## config.mk

```make
export PLATFORM = sky130hd
export DESIGN_NAME = fosc_stab_timer
export DESIGN_NICKNAME = d
export VERILOG_FILES = /design/src/rtl/fosc_stab_timer.sv
export SDC_FILE = /design/constraint.sdc
export NUM_CORES = 1
export LEC_CHECK = 0
export BUFFER_PORTS_ARGS = -buffer_cell sky130_fd_sc_hd__clkbuf_2
export CORE_MARGIN = 2
export CORE_UTILIZATION = 50
export CTS_BUF_LIST = sky130_fd_sc_hd__clkbuf_8
export DETAILED_ROUTE_END_ITERATION = 16
export PLACE_DENSITY_LB_ADDON = 0.2
export SETUP_SLACK_MARGIN = 0.5
export SYNTH_ARGS = -nofsm -noshare
export SYNTH_HDL_FRONTEND = slang
export SYNTH_SLANG_ARGS = --single-unit
export TNS_END_PERCENT = 30
```

## constraint.sdc

```tcl
create_clock -name clk -period 5.7 [get_ports clk]
set_clock_uncertainty 0.2 [all_clocks]
set_input_delay 0.57 -clock clk [delete_from_list [all_inputs] [get_ports clk]]
set_output_delay 0.57 -clock clk [all_outputs]
set_load 0.02 [all_outputs]
```

## src/rtl/fosc_stab_timer.sv

```systemverilog
module fosc_stab_timer #(
  parameter int LO_W   = 7,
  parameter int HI_W   = 6,
  parameter int PRESET = 120
) (
  input  logic clk,
  input  logic rst_n,
  input  logic osc_en,
  input  logic stop_req,
  input  logic wake_irq,
  input  logic fast_tick,
  output logic osc_run,
  output logic stable,
  output logic halted
);
  localparam int CW = LO_W + HI_W;
  localparam logic [CW-1:0] PRE = CW'(PRESET);

  logic [LO_W-1:0] lo_q;
  logic [HI_W-1:0] hi_q;
  logic            stable_q, halted_q;

  wire stop_go = stop_req & ~halted_q;
  wire wake_go = wake_irq & halted_q;
  wire lo_cy   = &lo_q;
  wire hi_cy   = &hi_q;

  assign osc_run = osc_en & ~halted_q;
  wire advance = osc_run & fast_tick & ~stable_q & ~stop_go;

  always_ff @(posedge clk or negedge rst_n) begin
    if (!rst_n) begin
      halted_q <= 1'b0;
    end else if (stop_go) begin
      halted_q <= 1'b1;
    end else if (wake_go) begin
      halted_q <= 1'b0;
    end
  end

  always_ff @(posedge clk or negedge rst_n) begin
    if (!rst_n) begin
      lo_q     <= '0;
      hi_q     <= '0;
      stable_q <= 1'b0;
    end else if (!osc_en) begin
      {hi_q, lo_q} <= PRE;
      stable_q     <= 1'b0;
    end else if (stop_go) begin
      hi_q     <= '0;
      stable_q <= 1'b0;
    end else if (advance) begin
      lo_q <= lo_q + 1'b1;
      if (lo_cy) hi_q <= hi_q + 1'b1;
      if (lo_cy && hi_cy) stable_q <= 1'b1;
    end
  end

  assign stable = stable_q;
  assign halted = halted_q;
endmodule


```

==> flow_summary.json, run 1 <==
{
  "path_class": "flop to flop",
  "wl_met2_um": 583,
  "grt_overflow": 0,
  "clk_pin_slew_ps": 60,
  "tns_ps": 0,
  "vias": 588,
  "ctsHtreeMaxLevel": 1,
  "status": "completed",
  "fmax_ghz": 0.4551,
  "core-area_um2": 1489,
  "p_clk_frac": 0.389,
  "drtIter0Drc": 6,
  "worst_slew_pin_slew_ps": 569.1,
  "cts_hold_buf": 0,
  "critPathBufInv": 0,
  "path_cells": "nor4b_4 -> nand4_4 -> or4_1 -> a21oi_1",
  "cts_tree": "yes",
  "clk_latency_ps": 240,
  "drc": 0,
  "hpwl_um": 951.1,
  "synth_top_cells_by_area": "dfrtp_1, xor2_1, nand2_1, nand3_1, and2_1",
  "synth-warning-count": 0,
  "worst_setup_path_end_kind": "flop",
  "p_total_mw": 0.2083,
  "routed-wl-met3_um": 38,
  "syn_avg_cell_area_um2": 10.22,
  "layout_commonest_cell": "dfrtp_1",
  "cts_setup_buffers": 0,
  "setup_viol": 0,
  "cp_data_required_time_ps": 5670,
  "n_antenna_cell": 0,
  "min_period_ps": 2197,
  "leakage_nw": 0.3645,
  "hp-class": "input port to asynchronous set/reset pin",
  "period_share": 0.3855,
  "synthFlopType": "dfrtp_1",
  "clock_path_buffers": 2,
  "cts_root_buffer": "clkbuf_8",
  "synth-seq-area-share": 0.4769,
  "rows": 14,
  "power.density_nw_per_um2": 234.5,
  "grt_first_pass_wirelength_um": 2242,
  "die_y_um": 43.68,
  "peakVddDrop_v": 0.0001807,
  "vias_per_cell": 5.654,
  "drive_above_1_share": 0.1818,
  "cap_violations": 0,
  "pwr-share-comb": 0.081,
  "gp_congestion": 0.7980,
  "slowest_stage": "nor4b_4",
  "critPathArrivalTime_ps": 2160,
  "ios": 9,
  "async_flop_share": 1.000,
  "final_cell_mix": "dfrtp_1, nand2_1, clkbuf_2",
  "cts_resized": 0,
  "synth_edf_count": 0,
  "intPower_mw": 0.1618,
  "critPathTopFamily": "simple AND/OR/NAND/NOR gates",
  "antenna_found_initial": 0,
  "power_switching_mw": 0.04653,
  "rsz0062_at_grt": "false",
  "syn_nets": 85,
  "highest_layer": "met4",
  "grt_usage": 0.1648,
  "critPathMaxStageDelay_ps": 570,
  "ant_nets": 0,
  "grt_max_degree": 17,
  "cts_made_buffers": 3,
  "first_pass_iters": 4,
  "dieWidth_um": 43.68,
  "p_sw_frac": 0.2234,
  "cts_sinks": 15,
  "grt_pass1_vias": 514,
  "synth_area_leader_cell": "dfrtp_1",
  "hold_violations": 0,
  "slew_headroom": 0.6190,
  "start_util": 0.5286,
  "r2r_slack_ps": 3500,
  "worst-path-max-fanout": 9,
  "p_seq_frac": 0.529,
  "synth_cells": 77,
  "slew_viol_final": 0,
  "drt-total-wl_um": 1252,
  "wire_per_inst_um": 12.04,
  "crit_path_start_kind": "flop",
  "area_growth_pct": 12.88,
  "synth_top_area_frac": 0.4769,
  "nNetsFinal": 97,
  "io_buffers": 8,
  "netlist_area_um2": 787.0,
  "wl_met1_um": 614,
  "yosys.cell_types.count": 26,
  "dieArea_um2": 1908,
  "synth-seq-cells": 15
}
-- cells in the mapped netlist (all sizes together), types with 2 or more instances --
library cell   n
a21oi          3
and2           5
and3           2
and4           2
dfrtp         15
ha             2
inv            2
nand2         11
nand3          7
nand4          4
nor2           2
o21ai          3
or4            2
xnor2          2
xor2           5
-- registers in the layout, indices dropped and copies added (netlist names) --
name,cells
hi_q,6
halted,1
stable,1
lo_q,7
-- metal layers --
metal  GRT usage  up-vias
li1            -      301
met2      0.2324        5
met5           0        -
met3     0.04167        2
met4      0.1091        0
met1      0.2225      280
-- stage by stage --
step	setup WS, ps	hold slack, ps	util	instance area (µm²)	instances
2_1_floorplan	3547	74.41	-	787.0	77
3_3_place_gp	3309	303.3	0.5664	843.3	100
3_5_place_dp	3261	302.3	0.5664	843.3	100
4_1_cts	3497	41.62	0.5966	888.4	104
5_1_grt	3340	55.05	0.5966	888.4	104
6_report	3503	31.59	0.5966	888.4	104
-- power by group through the flow --
stage	sequential (mW)	clock, mW	combinational (mW)
floorplan	0.113	0	0.00860
global placement	0.112	0	0.0173
detailed placement	0.112	0	0.0173
CTS	0.110	0.0843	0.0174
global route	0.110	0.0882	0.0188
finish	0.110	0.0810	0.0170
-- path summary, 6_finish.rpt --
kind	end	cells past startpoint	start
max	hi_q[5]	4	halted
min	stable	1	rst_n
max reg2reg	hi_q[5]	4	halted
min reg2reg	lo_q[5]	2	lo_q[5]
max in group asynchronous	hi_q[5]	1	rst_n
min in group clk	halted	2	wake_irq
-- cell families after synthesis --
logic type,after synthesis,share of synthesized area
XOR/XNOR,7,0.07790
AO/OA/AOI/OAI,10,0.07631
buffers and inverters,3,0.01431
adder cells (fa/ha/maj),2,0.03179
flip-flops,15,0.4769
AND/OR/NAND/NOR,40,0.3227
-- cell type report --
class,count,area (µm²)
Clock inverter,1,3.754
Multi-Input combinational cell,59,400.4
Clock buffer,3,41.29
Fill cell,134,600.6
Tap cell,16,20.02
Sequential cell,15,375.4
Inverter,2,7.507
Timing Repair Buffer,8,40.04
-- worst reg2reg max path, delay by kind of cell (launching register included) --
family,cells,cell delay [ps]
compound gates,1,150
simple gates,3,1330
flops,1,450
Power figures use the tool's default switching activity.
==> run 2: changes to the inputs <==
clock period = 1.8 ns   (was 5.7 ns; I/O delays follow)
==> run 2 against run 1 <==
Net effect: the flow now finishes with violations (setup timing); combinational power increased to 4.6 times the previous value; final cell count increased by 11%; hold slack got worse by 3.9 ps; die area unchanged; critical path type unchanged; routed wire length increased by 21%; register-to-register slack got worse by 3500 ps; sequential share of layout area decreased by 4.6 points.
==> flow_summary.json, run 2 (synthesis results as in run 1) <==
{
  "status": "finished with violations",
  "cts_root_buffer": "clkbuf_8",
  "vias_per_cell": 5.513,
  "cts_tree": "yes",
  "ant_nets": 0,
  "rsz0062_at_grt": "true",
  "path_class": "flop to flop",
  "reg_top3": "lo_q (7), hi_q (6)",
  "worstHoldStart": "stop_req",
  "grt_max_degree": 16,
  "first_pass_iters": 4,
  "final_cell_mix": "dfrtp_1, nand2_1, buf_4",
  "p_sw_frac": 0.2339,
  "clk_pin_slew_ps": 70,
  "hp-class": "input port to flop",
  "drt-total-wl_um": 1513,
  "antenna_found_initial": 0,
  "layout_commonest_cell": "dfrtp_1",
  "core-area_um2": 1489,
  "nNetsFinal": 108,
  "cts_sinks": 15,
  "grt_first_pass_wirelength_um": 2697,
  "hpwl_um": 1102,
  "pre_cts_slack_ps": 1.812,
  "intPower_mw": 0.5328,
  "drtIter0Drc": 1,
  "p_seq_frac": 0.498,
  "dieWidth_um": 43.68,
  "worst-path-max-fanout": 3,
  "cp_data_required_time_ps": 1770,
  "violations": "setup timing",
  "start_util": 0.5286,
  "top_register": "lo_q",
  "leakage_nw": 0.4179,
  "dieArea_um2": 1908,
  "wire_per_inst_um": 13.16,
  "min_to": "halted",
  "min_path_cells": 3,
  "placed_area_um2": 904.6,
  "pwr-share-comb": 0.113,
  "setup_viol": 2,
  "clk_latency_ps": 250,
  "gp_congestion": 0.8540,
  "critPathArrivalTime_ps": 1770,
  "period_share": 1.001,
  "die_y_um": 43.68,
  "fmax_ghz": 0.5552,
  "ctsHtreeMaxLevel": 1,
  "drc": 0,
  "cts_made_buffers": 3,
  "crit_path_start_kind": "flop",
  "r2r_cells": 4,
  "p_clk_frac": 0.389,
  "power_switching_mw": 0.1627,
  "hold_violations": 0,
  "area_growth_pct": 27.19,
  "grt_overflow": 0,
  "r2r-start": "halted",
  "largest_reg_flops": 7,
  "io_buffers": 8,
  "worst_setup_path_end_kind": "flop",
  "grt_usage": 0.1905,
  "timing.final.ws_setup_ps": -1.282,
  "ios": 9,
  "cap_violations": 0,
  "min_period_ps": 1801,
  "r2r_slack_ps": -1,
  "grt_pass1_vias": 604,
  "clock_path_buffers": 2,
  "rows": 14,
  "vias": 634,
  "design_area_um2": 1001,
  "r2r-end": "hi_q[3]",
  "slew_viol_final": 0,
  "worst_slew_pin_slew_ps": 376.9,
  "n_antenna_cell": 0,
  "slew_headroom": 0.7487,
  "power.density_nw_per_um2": 694.9,
  "drive_above_1_share": 0.3030,
  "peakVddDrop_v": 0.0004741
}
[run 2: cell types whose count changed in the layout (fill, tap and decap cells not counted), sizes merged]
cell,change
buf,+11
inv,-1
clkbuf,-2
dlygate4sd3,+2
clkinv,+1
[run 2: worst max path at each step]
stage	start	endpoint	depth (start not counted)
finish	halted	hi_q[3]	4
global route	halted	hi_q[3]	4
CTS	halted	hi_q[5]	4
detailed placement	halted	hi_q[5]	4
global placement	halted	hi_q[5]	4
floorplan	halted	hi_q[5]	4
[run 2: area by class of cell]
cell class	instances	area, µm²
Timing Repair Buffer	19	140.1
Sequential cell	15	376.6
Clock buffer	3	41.29
Multi-Input combinational cell	59	410.4
Inverter	2	7.507
Tap cell	16	20.02
Fill cell	108	488.0
Clock inverter	1	5.005
[run 2: layer usage]
metal  vias to the layer above  part of all wire  global-route usage
met1                       307              0.49              0.2640
li1                        320                 -                   -
met4                         0                 0             0.05455
met3                         0             0.020             0.05000
met2                         7              0.49              0.2941
met5                         -                 0                   0
[run 2: timing repair]
action,4_1_cts,5_1_grt
endpoints found under the setup margin,16,16
hold buffers,2,0
resized for setup,0,9
hold endpoints to repair,16,0
buffers inserted,1,0
pin swaps,2,4
[run 2: power by group through the flow]
stage	registers (mW)	logic, mW	clock network [mW]
6_report	0.347	0.0783	0.271
5_1_grt	0.347	0.0874	0.292
4_1_cts	0.347	0.0726	0.282
3_5_place_dp	0.353	0.0669	0
3_3_place_gp	0.353	0.0668	0
2_1_floorplan	0.359	0.0273	0
[run 2: stage by stage]
stage	power, mW	instances	utilization	setup TNS, ps	hold slack [ps]
global route	0.7259	115	0.6723	-221.6	75.31
CTS	0.7016	115	0.6571	0	25.28
detailed placement	0.4200	108	0.6076	0	-81.56
floorplan	0.3864	77	-	-600.7	-315.6
global placement	0.4194	108	0.6076	0	-83.26
finish	0.6956	115	0.6723	-2.532	27.71
[run 2: worst max-delay path: stages (launching register included)]
cell and delay, ps:
dfrtp_2 420, nor4b_4 360, nand4_4 130, or3_2 480, a21oi_2 130
